--- config.mk ---
export PLATFORM = sky130hd
export DESIGN_NAME = prog_sequencer
export DESIGN_NICKNAME = d
export VERILOG_FILES = /design/src/rtl/prog_seq_pkg.sv /design/src/rtl/prog_req_arbiter.sv /design/src/rtl/prog_wel_latch.sv /design/src/rtl/prog_tick_timer.sv /design/src/rtl/prog_sequencer.sv
export SDC_FILE = /design/constraint.sdc
export NUM_CORES = 1
export LEC_CHECK = 0
export BUFFER_PORTS_ARGS = -buffer_cell sky130_fd_sc_hd__buf_2
export CAP_MARGIN = 20
export CELL_PAD_IN_SITES_DETAIL_PLACEMENT = 2
export CELL_PAD_IN_SITES_GLOBAL_PLACEMENT = 2
export CORE_ASPECT_RATIO = 0.6
export CORE_MARGIN = 3
export CORE_UTILIZATION = 39
export DETAILED_ROUTE_END_ITERATION = 8
export GPL_ROUTABILITY_DRIVEN = 0
export GPL_TIMING_DRIVEN = 0
export HOLD_SLACK_MARGIN = 0.15
export PLACE_DENSITY_LB_ADDON = 0.1
export SYNTH_ARGS = -nofsm -noshare
export SYNTH_HDL_FRONTEND = slang
export SYNTH_HIERARCHICAL = 1
export SYNTH_SLANG_ARGS = --single-unit
--- constraint.sdc ---
create_clock -name clk_i -period 5.86 [get_ports clk_i]
set_input_delay 0.879 -clock clk_i [delete_from_list [all_inputs] [get_ports clk_i]]
set_output_delay 0.879 -clock clk_i [all_outputs]
set_load 0.1 [all_outputs]
--- src/rtl/prog_seq_pkg.sv ---
package prog_seq_pkg;

    typedef enum logic [2:0] {
        ST_IDLE,
        ST_WR_ERASE,
        ST_WR_PROG,
        ST_ERAL,
        ST_WRAL
    } seq_state_e;

    typedef enum logic [1:0] {
        OP_NONE,
        OP_WRITE,
        OP_ERAL,
        OP_WRAL
    } prog_op_e;

endpackage

--- src/rtl/prog_req_arbiter.sv ---
module prog_req_arbiter
    import prog_seq_pkg::*;
(
    input  logic     accept_i,
    input  logic     wel_i,
    input  logic     en_i,
    input  logic     dis_i,
    input  logic     wr_i,
    input  logic     eral_i,
    input  logic     wral_i,
    output logic     set_o,
    output logic     clr_o,
    output prog_op_e op_o
);

    always_comb begin
        set_o = accept_i & en_i & ~dis_i;
        clr_o = accept_i & dis_i;
        op_o  = OP_NONE;
        if (accept_i && wel_i) begin
            if (eral_i)      op_o = OP_ERAL;
            else if (wral_i) op_o = OP_WRAL;
            else if (wr_i)   op_o = OP_WRITE;
        end
    end

endmodule

--- src/rtl/prog_wel_latch.sv ---
module prog_wel_latch (
    input  logic clk_i,
    input  logic rst_ni,
    input  logic set_i,
    input  logic clr_i,
    input  logic kill_i,
    output logic wel_o
);

    logic wel_d, wel_q;

    always_comb begin
        wel_d = wel_q;
        if (kill_i || clr_i) wel_d = 1'b0;
        else if (set_i)      wel_d = 1'b1;
    end

    always_ff @(posedge clk_i or negedge rst_ni) begin
        if (!rst_ni) wel_q <= 1'b0;
        else         wel_q <= wel_d;
    end

    assign wel_o = wel_q;

endmodule

--- src/rtl/prog_tick_timer.sv ---
module prog_tick_timer #(
    parameter int CNT_W = 8
) (
    input  logic             clk_i,
    input  logic             rst_ni,
    input  logic             load_i,
    input  logic [CNT_W-1:0] load_val_i,
    output logic             zero_o
);

    logic [CNT_W-1:0] cnt_d, cnt_q;

    always_comb begin
        cnt_d = cnt_q;
        if (load_i)             cnt_d = load_val_i;
        else if (cnt_q != '0)   cnt_d = cnt_q - 1'b1;
    end

    always_ff @(posedge clk_i or negedge rst_ni) begin
        if (!rst_ni) cnt_q <= '0;
        else         cnt_q <= cnt_d;
    end

    assign zero_o = (cnt_q == '0);

endmodule

--- src/rtl/prog_sequencer.sv ---
module prog_sequencer
    import prog_seq_pkg::*;
#(
    parameter int ADDR_W  = 7,
    parameter int DATA_W  = 16,
    parameter int CLK_KHZ = 1000,
    parameter int ERAL_US = 15000,
    parameter int WRAL_US = 15000
) (
    input  logic              clk_i,
    input  logic              rst_ni,
    input  logic              pwr_good_i,
    input  logic              cmd_en_i,
    input  logic              cmd_dis_i,
    input  logic              cmd_wr_i,
    input  logic              cmd_eral_i,
    input  logic              cmd_wral_i,
    input  logic [ADDR_W-1:0] addr_i,
    input  logic [DATA_W-1:0] data_i,
    output logic              busy_o,
    output logic              arr_we_o,
    output logic              arr_all_o,
    output logic [ADDR_W-1:0] arr_addr_o,
    output logic [DATA_W-1:0] arr_data_o
);

    localparam int DEPTH    = 1 << ADDR_W;
    localparam int WR_US    = (DATA_W > 8) ? 2000 : 1000;
    localparam int WR_RAW   = CLK_KHZ * WR_US / 1000;
    localparam int WR_T     = (WR_RAW < 2) ? 2 : WR_RAW;
    localparam int ERASE_T  = WR_T / 2;
    localparam int PROG_T   = WR_T - ERASE_T;
    localparam int ERAL_RAW = CLK_KHZ * ERAL_US / 1000;
    localparam int ERAL_T   = (ERAL_RAW < 1) ? 1 : ERAL_RAW;
    localparam int WORD_RAW = (CLK_KHZ * WRAL_US / 1000) / DEPTH;
    localparam int WORD_T   = (WORD_RAW < 1) ? 1 : WORD_RAW;
    localparam int MAX_AB   = (ERASE_T > PROG_T) ? ERASE_T : PROG_T;
    localparam int MAX_CD   = (ERAL_T > WORD_T) ? ERAL_T : WORD_T;
    localparam int MAX_T    = (MAX_AB > MAX_CD) ? MAX_AB : MAX_CD;
    localparam int CNT_W    = $clog2(MAX_T + 1);
    localparam logic [ADDR_W-1:0] LAST_ADDR = '1;
    localparam logic [DATA_W-1:0] ONES      = '1;

    typedef struct packed {
        seq_state_e        st;
        logic [ADDR_W-1:0] addr;
        logic [DATA_W-1:0] data;
        logic [ADDR_W-1:0] walk;
        logic              we;
        logic              all;
        logic [ADDR_W-1:0] o_addr;
        logic [DATA_W-1:0] o_data;
    } seq_regs_t;

    seq_regs_t        r_d, r_q;
    logic             busy, accept;
    logic             wel, wel_set, wel_clr;
    prog_op_e         op;
    logic             t_load, t_zero;
    logic [CNT_W-1:0] t_val;

    assign busy   = (r_q.st != ST_IDLE) | r_q.we;
    assign accept = pwr_good_i & ~busy;

    prog_req_arbiter i_arb (
        .accept_i (accept),
        .wel_i    (wel),
        .en_i     (cmd_en_i),
        .dis_i    (cmd_dis_i),
        .wr_i     (cmd_wr_i),
        .eral_i   (cmd_eral_i),
        .wral_i   (cmd_wral_i),
        .set_o    (wel_set),
        .clr_o    (wel_clr),
        .op_o     (op)
    );

    prog_wel_latch i_wel (
        .clk_i  (clk_i),
        .rst_ni (rst_ni),
        .set_i  (wel_set),
        .clr_i  (wel_clr),
        .kill_i (~pwr_good_i),
        .wel_o  (wel)
    );

    prog_tick_timer #(.CNT_W(CNT_W)) i_tmr (
        .clk_i      (clk_i),
        .rst_ni     (rst_ni),
        .load_i     (t_load),
        .load_val_i (t_val),
        .zero_o     (t_zero)
    );

    always_comb begin
        r_d     = r_q;
        r_d.we  = 1'b0;
        r_d.all = 1'b0;
        t_load  = 1'b0;
        t_val   = '0;
        if (!pwr_good_i) begin
            r_d.st = ST_IDLE;
        end else begin
            unique case (r_q.st)
                ST_IDLE: begin
                    unique case (op)
                        OP_WRITE: begin
                            r_d.st   = ST_WR_ERASE;
                            r_d.addr = addr_i;
                            r_d.data = data_i;
                            t_load   = 1'b1;
                            t_val    = CNT_W'(ERASE_T - 1);
                        end
                        OP_ERAL: begin
                            r_d.st = ST_ERAL;
                            t_load = 1'b1;
                            t_val  = CNT_W'(ERAL_T - 1);
                        end
                        OP_WRAL: begin
                            r_d.st   = ST_WRAL;
                            r_d.data = data_i;
                            r_d.walk = '0;
                            t_load   = 1'b1;
                            t_val    = CNT_W'(WORD_T - 1);
                        end
                        default: ;
                    endcase
                end
                ST_WR_ERASE: begin
                    if (t_zero) begin
                        r_d.we     = 1'b1;
                        r_d.o_addr = r_q.addr;
                        r_d.o_data = ONES;
                        r_d.st     = ST_WR_PROG;
                        t_load     = 1'b1;
                        t_val      = CNT_W'(PROG_T - 1);
                    end
                end
                ST_WR_PROG: begin
                    if (t_zero) begin
                        r_d.we     = 1'b1;
                        r_d.o_addr = r_q.addr;
                        r_d.o_data = r_q.data;
                        r_d.st     = ST_IDLE;
                    end
                end
                ST_ERAL: begin
                    if (t_zero) begin
                        r_d.we     = 1'b1;
                        r_d.all    = 1'b1;
                        r_d.o_addr = '0;
                        r_d.o_data = ONES;
                        r_d.st     = ST_IDLE;
                    end
                end
                ST_WRAL: begin
                    if (t_zero) begin
                        r_d.we     = 1'b1;
                        r_d.o_addr = r_q.walk;
                        r_d.o_data = r_q.data;
                        if (r_q.walk == LAST_ADDR) begin
                            r_d.st = ST_IDLE;
                        end else begin
                            r_d.walk = r_q.walk + 1'b1;
                            t_load   = 1'b1;
                            t_val    = CNT_W'(WORD_T - 1);
                        end
                    end
                end
                default: r_d.st = ST_IDLE;
            endcase
        end
    end

    always_ff @(posedge clk_i or negedge rst_ni) begin
        if (!rst_ni) r_q <= '{st: ST_IDLE, default: '0};
        else         r_q <= r_d;
    end

    assign busy_o     = busy;
    assign arr_we_o   = r_q.we;
    assign arr_all_o  = r_q.all;
    assign arr_addr_o = r_q.o_addr;
    assign arr_data_o = r_q.o_data;

endmodule

==> impl_results.md, run 1 <==
* CP startpoint: pwr_good_i
* Final wirelength at ~12,000 µm
* Finish-stage setup viols at 0
* Most frequent cells in the layout: dfrtp_1, buf_2, nand2_1
* H-tree levels at 3
* Post-Synth Adder-Cell Area at under 10%
* Endpoints failing hold at 0
* Worst Tran Pin Value at 0.694 ns
* CP Capture Type: flop
* Clk buf depth at 2
* M2 GR Usage at a little over a third
* Rows at 27
* R2R Path Start: r_q[56]$_DFFE_PN0P_
* Antenna Cells at 0
* Synth warn at 6
* Area share of xor/xnor cells in the synthesized design at under 10%
* Remaining global-route overflow at 0
* Area growth from synthesis to layout at 20.8%
* GRT Max-Usage Layer: met2
* Max Cap Viol at 0
* Outcome: finished, final reports clean
* Commonest non-fill, non-tap cell in the layout: dfrtp_1
* TritonCTS Buffers at 9
* Worst Setup EP: i_tmr/cnt_q[1]$_DFFE_PN0P_
* Post-Syn Instances at between 300 and 400
* Port-buffer cells at 56
* Crit path max fanout at 10
* I/O pins at 57
* Core area at between 9000 and 10,000 µm²
* Post_cts resized at 0
* FMAX at between 0.2 and 0.25 GHz
* Die width at approximately 130 µm
* Hold buffer count at cts at 0
* Synthesis-stage register bit count at 73
* Met3 global-route usage at 5.08%
* Pwr per Cell Area at 318 nW/µm²
* Largest family of logic cells by synthesized area: compound AO/OA/AOI/OAI gates
* Clk sinks at 73
* Reg2reg end: i_tmr/cnt_q[1]$_DFFE_PN0P_
* R2r setup slk at 1.89 ns
* Final #Nets at approximately 500
* Grt met1 use at 31.8%
* Arr. time, crit path at 4.31 ns
* Setup TNS at 0 ns
* Fin crit share at between 60% and 70%
* Initial antenna violation count at 0
* Worst-skew pair later-pin latency at 0.34 ns
* RSZ-0062 raised after global routing: no
* Simple-Gate Fraction of Synth Area at 15.6%
* Post-synthesis mux area share at under 10%
* Routed vias/inst at roughly 5.3
* Pre-CTS WS at around 1.5 ns
* Clk slew on worst S/H paths at roughly 0.06 ns
* Root buf cell: clkbuf_16
* Maximum vdd ir drop at around 130 µV
* Complex-gate fraction of the synthesized area at between 15 and 20%
* Max Slew Vio Count at 0
* Hold Crit Class: input pin to async pin
* Fillers at ~1,000
* Die ar. at 11,200 µm²
* Syn Area/Cell at 10.3 µm²
* DRC Markers at 0
* Fin cells at 581
* Vert. Die Dim at roughly 83 µm
* Clock Skews at 0.00545 ns
* DP HPWL at 8510 µm
* Worst endpoint required time at ~6 ns
* PnR worst setup slack at 1.77 ns
* Post-synth ARST share at 100%
* Pleak at roughly 2.3 nW
* Vias in the first global route at approximately 3,500
* Drt wl/cell at 20.5 µm
* Post-synth cell types at 60
* DRT Pass-1 Iters at 4
* Layout cells sized above 1 at roughly 30%
* # Post-CTS Setup Buffers at 0
* Worst hold margin at ~0.45 ns
* Starting Density at between 40% and 50%
* Total global routing track utilization at a little under a quarter
* Post-synthesis cell area at between 3000 and 4000 µm²
* R2R depth at 12
* First-pass GRT wire length at between 15,000 and 20,000 µm
* Via count at 3,070
* Fin crit period at around 4.1 ns
* Sequential Area at 1830 µm²
* Initial DRC count at about 140
* Placed insts at approximately 570
* Multi-input gate area at 1730 µm²
* Post-synthesis sequential area ratio at 47.0%
* CTS tree: done
* Cell Area, Placed at between 4000 and 5000 µm²
* Main synth FF type: dfrtp_1
* Worst setup path class: input pin to flop
* Post-DRT Antenna Nets at 0
* Largest net degree at the start of global routing at 51
* Post-synth EDFFs at 0
* Max-slew headroom at 53.5%
* Fin area at 4690 µm²
* CP Launch Type: input pin
==> metrics by stage <==
stage	total power, mW	utilization (%)
after floorplan	0.801	-
after global placement	0.859	45.9
after detailed placement	0.886	46.3
after CTS	1.51	49.8
after global routing	1.57	49.8
final	1.49	49.8
==> layer usage <==
metal  vias up  share of wire [%]
met5         -                  0
met4         0               0.98
li1       1428                  -
met1      1565                 48
met3        11                3.9
met2        66                 47
==> report_power, final <==
group,total [mW],switching (mW),internal (mW),leakage [nW]
combinational,0.232,0.126,0.107,1.16
clock,0.612,0.215,0.397,0.163
sequential,0.649,0.0747,0.575,0.972
==> synth_stat cells, drive strengths merged (4+ instances only) <==
cell type | count | area share (%)
a21oi | 26 | 3.4
clkbuf | 4 | 0.39
nor2 | 17 | 2.1
xor2 | 4 | 0.90
and3 | 5 | 0.81
xnor2 | 8 | 1.8
mux2 | 24 | 7.0
and2 | 4 | 0.68
inv | 10 | 0.97
o31ai | 4 | 0.77
ha | 9 | 2.9
nor4 | 5 | 1.6
a22oi | 7 | 1.4
dfrtp | 73 | 47
buf | 37 | 7.1
nand2 | 50 | 4.9
nor3 | 4 | 0.77
a31oi | 7 | 1.7
o21ai | 36 | 4.6
nand3 | 6 | 1.0
==> state kept, by name, summed over array words and instances, names as in the netlist <==
signal / count
arr_we_o: 1
i_tmr/cnt_q: 14
i_wel/wel_o: 1
r_q: 33
arr_data_o: 16
arr_all_o: 1
arr_addr_o: 7
==> worst min-delay path by stage <==
stage | cells after the start | end | slack (ns) | from
2_1_floorplan | 2 | arr_data_o[10]$_DFFE_PN0P_ | 0.46 | arr_data_o[10]$_DFFE_PN0P_
3_3_place_gp | 1 | r_q[46]$_DFFE_PN0P_ | 0.47 | r_q[46]$_DFFE_PN0P_
3_5_place_dp | 1 | r_q[39]$_DFFE_PN0P_ | 0.48 | r_q[39]$_DFFE_PN0P_
4_1_cts | 1 | i_tmr/cnt_q[6]$_DFFE_PN0P_ | 0.45 | rst_ni
5_1_grt | 1 | arr_data_o[12]$_DFFE_PN0P_ | 0.46 | rst_ni
6_report | 1 | arr_data_o[12]$_DFFE_PN0P_ | 0.45 | rst_ni
==> worst max-delay path: stages <==
cell	delay (ns)
buf_2	0.16
and2b_1	0.23
nand2_2	0.11
nor2_1	0.19
nand2_1	0.11
nor2_1	0.35
inv_1	0.16
ha_1	0.24
or4_1	0.54
a21oi_1	0.47
clkbuf_1	0.48
mux2_2	0.39
==> cells by family (layout without fill, tap and decap cells) <==
logic type,count (synthesis),count (layout)
DFF,73,73
buffers and inverters,51,124
AOI/OAI and AO/OA,95,95
and+or+nand+nor,110,110
adders and majority gates,9,9
xor gates and xnor gates,12,12
muxes,26,26
other,1,2
==> area by class of cell <==
class	count	share of cell area (%)
Timing Repair Buffer	57	6.62
Clock buffer	12	5.47
Tap cell	130	3.47
Inverter	10	0.800
Buffer	41	6.21
Clock inverter	4	1.57
Multi-Input combinational cell	254	36.9
Sequential cell	73	38.9
(Power assumes the default switching activity.)
==> run 2: changes to the inputs <==
- CORE_UTILIZATION: 39 -> 36
- clock period: 5.86 -> 4.05 ns (I/O delays scaled with it)
==> impl_results.md, run 2 (synthesized netlist as in run 1, its figures left out) <==
* GRT Max-Usage Layer: met2
* Core area at 10,200 µm² (+8.2%)
* Area growth from synthesis to layout at 21.2%
* Die width at 140 µm (+3.9%)
* M2 GR Usage at 30.7% (-5.8 points)
* R2R Path Start: r_q[55]$_DFFE_PN0P_
* H-tree levels at 3 (unchanged)
* Worst Tran Pin Value at 0.764 ns (+0.0700 ns)
* CTS tree: done
* Fillers at 1,074 (+7.4%)
* Clock Skews at 0.00797 ns (+0.00252 ns)
* Hold path cells at 2
* First-pass GRT wire length at 19,100 µm (-3.8%)
* Worst-skew pair later-pin latency at 0.34 ns (about the same)
* Most frequent cells in the layout: dfrtp_1, buf_2, nand2_1
* CP startpoint: r_q[55]$_DFFE_PN0P_
* Hold Crit Class: input pin to flop
* Commonest non-fill, non-tap cell in the layout: dfrtp_1
* Max-slew headroom at 48.8% (-4.7 points)
* Final wirelength at 11,000 µm (-7.2%)
* Finish-stage setup viols at 0 (unchanged)
* Via count at 3,078 (+0.26%)
* Maximum vdd ir drop at 209 µV (+62%)
* Port-buffer cells at 56 (unchanged)
* Largest Register: r_q
* DRT Pass-1 Iters at 4 (unchanged)
* Clk buf depth at 2 (unchanged)
* Initial DRC count at 150 (+4.9%)
* Worst hold margin at 0.483 ns (+0.0333 ns)
* Min-delay src: data_i[1]
* Largest net degree at the start of global routing at 60 (+18%)
* Final #Nets at 487 (+0.21%)
* Pwr per Cell Area at 456 nW/µm² (+43%)
* Placed insts at 570 (+0.88%)
* Arr. time, crit path at 3.95 ns (-0.36 ns)
* Routed vias/inst at 5.24 (-0.76%)
* Clk slew on worst S/H paths at 0.06 ns (about the same)
* Rows at 28 (+3.7%)
* Antenna Cells at 0 (unchanged)
* DRC Markers at 0 (unchanged)
* Met3 global-route usage at 4.47% (-0.62 points)
* Grt met1 use at 29.4% (-2.4 points)
* Endpoints failing hold at 0 (unchanged)
* WHS Endpoint: r_q[33]$_DFFE_PN0P_
* Vias in the first global route at 3,478 (-1.5%)
* Die ar. at 12,100 µm² (+7.8%)
* TritonCTS Buffers at 9 (unchanged)
* Starting Density at 38.1% (-3.1 points)
* Vert. Die Dim at 86.5 µm (+3.8%)
* CP Capture Type: flop
* Post-DRT Antenna Nets at 0 (unchanged)
* Fin crit share at between 90% and 100%
* Drt wl/cell at 18.8 µm (-8.2%)
* FMAX at 0.268 GHz
* Clk sinks at 73 (unchanged)
* Crit path max fanout at 10 (unchanged)
* Max Slew Vio Count at 0 (unchanged)
* Worst setup path class: flop to flop
* RSZ-0062 raised after global routing: no
* Root buf cell: clkbuf_16
* I/O pins at 57 (unchanged)
* R2r setup slk at 0.32 ns (-1.57 ns)
* Total global routing track utilization at 20.1% (-2.7 points)
* Setup TNS at 0 ns (unchanged)
* R2R depth at 12 (unchanged)
* Layout cells sized above 1 at 30.3% (+0.38 points)
* Reg2reg end: i_tmr/cnt_q[1]$_DFFE_PN0P_
* Worst endpoint required time at 4.27 ns (-1.82 ns)
* Multi-input gate area at 1730 µm² (unchanged)
* Pleak at 2.30 nW (+0.15%)
* Outcome: finished, final reports clean
* CP Launch Type: flop
* Initial antenna violation count at 0 (unchanged)
* Fin cells at 587 (+1.0%)
* DP HPWL at 8060 µm (-5.3%)
* Fin crit period at around 3.7 ns
* Sequential Area at 1830 µm² (unchanged)
* Max Cap Viol at 0 (unchanged)
* Remaining global-route overflow at 0 (unchanged)
* Max reg flops at 33 (unchanged)
-- run 2: timing repair --
| action | CTS | global route |
|---|---|---|
| buffers inserted | 0 | 0 |
| hold buffers | 1 | 0 |
| setup endpoints to repair | 0 | 5 |
| hold endpoints to repair | 14 | 0 |
| gates resized for setup | 0 | 2 |
-- run 2: worst max path at each step --
stage               slack [ns]  depth (start not counted)                          to
finish                    0.32                         12  i_tmr/cnt_q[1]$_DFFE_PN0P_
detailed placement        0.02                         12  i_tmr/cnt_q[1]$_DFFE_PN0P_
floorplan                 0.85                          9  i_tmr/cnt_q[1]$_DFFE_PN0P_
global route              0.02                         13  i_tmr/cnt_q[5]$_DFFE_PN0P_
CTS                       0.15                         12  i_tmr/cnt_q[1]$_DFFE_PN0P_
global placement          0.09                         12  i_tmr/cnt_q[1]$_DFFE_PN0P_
-- run 2: through the flow --
stage               instance area [µm²]  power, mW  setup WS (ns)  utilization [%]
floorplan                          3890       1.16          0.846                -
global placement                   4340       1.24         0.0944             42.5
detailed placement                 4370       1.28         0.0164             42.8
CTS                                4710       2.18          0.148             46.2
global route                       4710       2.27         0.0204             46.2
finish                             4710       2.15          0.317             46.2
-- run 2: final cells by class --
| cell class | count | area share [%] |
|---|---|---|
| clock inverter | 6 | 1.91 |
| sequential | 73 | 38.8 |
| clock buffer | 10 | 5.08 |
| buffer | 41 | 6.22 |
| multi-input combinational | 254 | 36.8 |
| timing repair buffer | 58 | 6.80 |
| inverter | 10 | 0.797 |
| tap | 135 | 3.59 |
-- run 2: worst max-delay path, stage by stage, from the launching register on --
cell and delay [ns]:
dfrtp_1 0.39, buf_4 0.19, nor2_4 0.22, nand2_2 0.11, nor2_1 0.18, nand2_1 0.11, nor3_2 0.31, inv_1 0.15
ha_1 0.21, or4_1 0.58, a21oi_1 0.42, clkbuf_2 0.36, mux2_2 0.37
-- run 2: layer usage --
layer  vias to the layer above  share of wire (%)
li1                       1433                  -
met1                      1577                 51
met2                        57                 44
met3                        11                3.5
met4                         0                1.0
met5                         -                  0
-- run 2: power by group --
| group | switching, mW | internal (mW) |
|---|---|---|
| Combinational | 0.178 | 0.155 |
| Sequential | 0.108 | 0.831 |
| Clock | 0.316 | 0.558 |
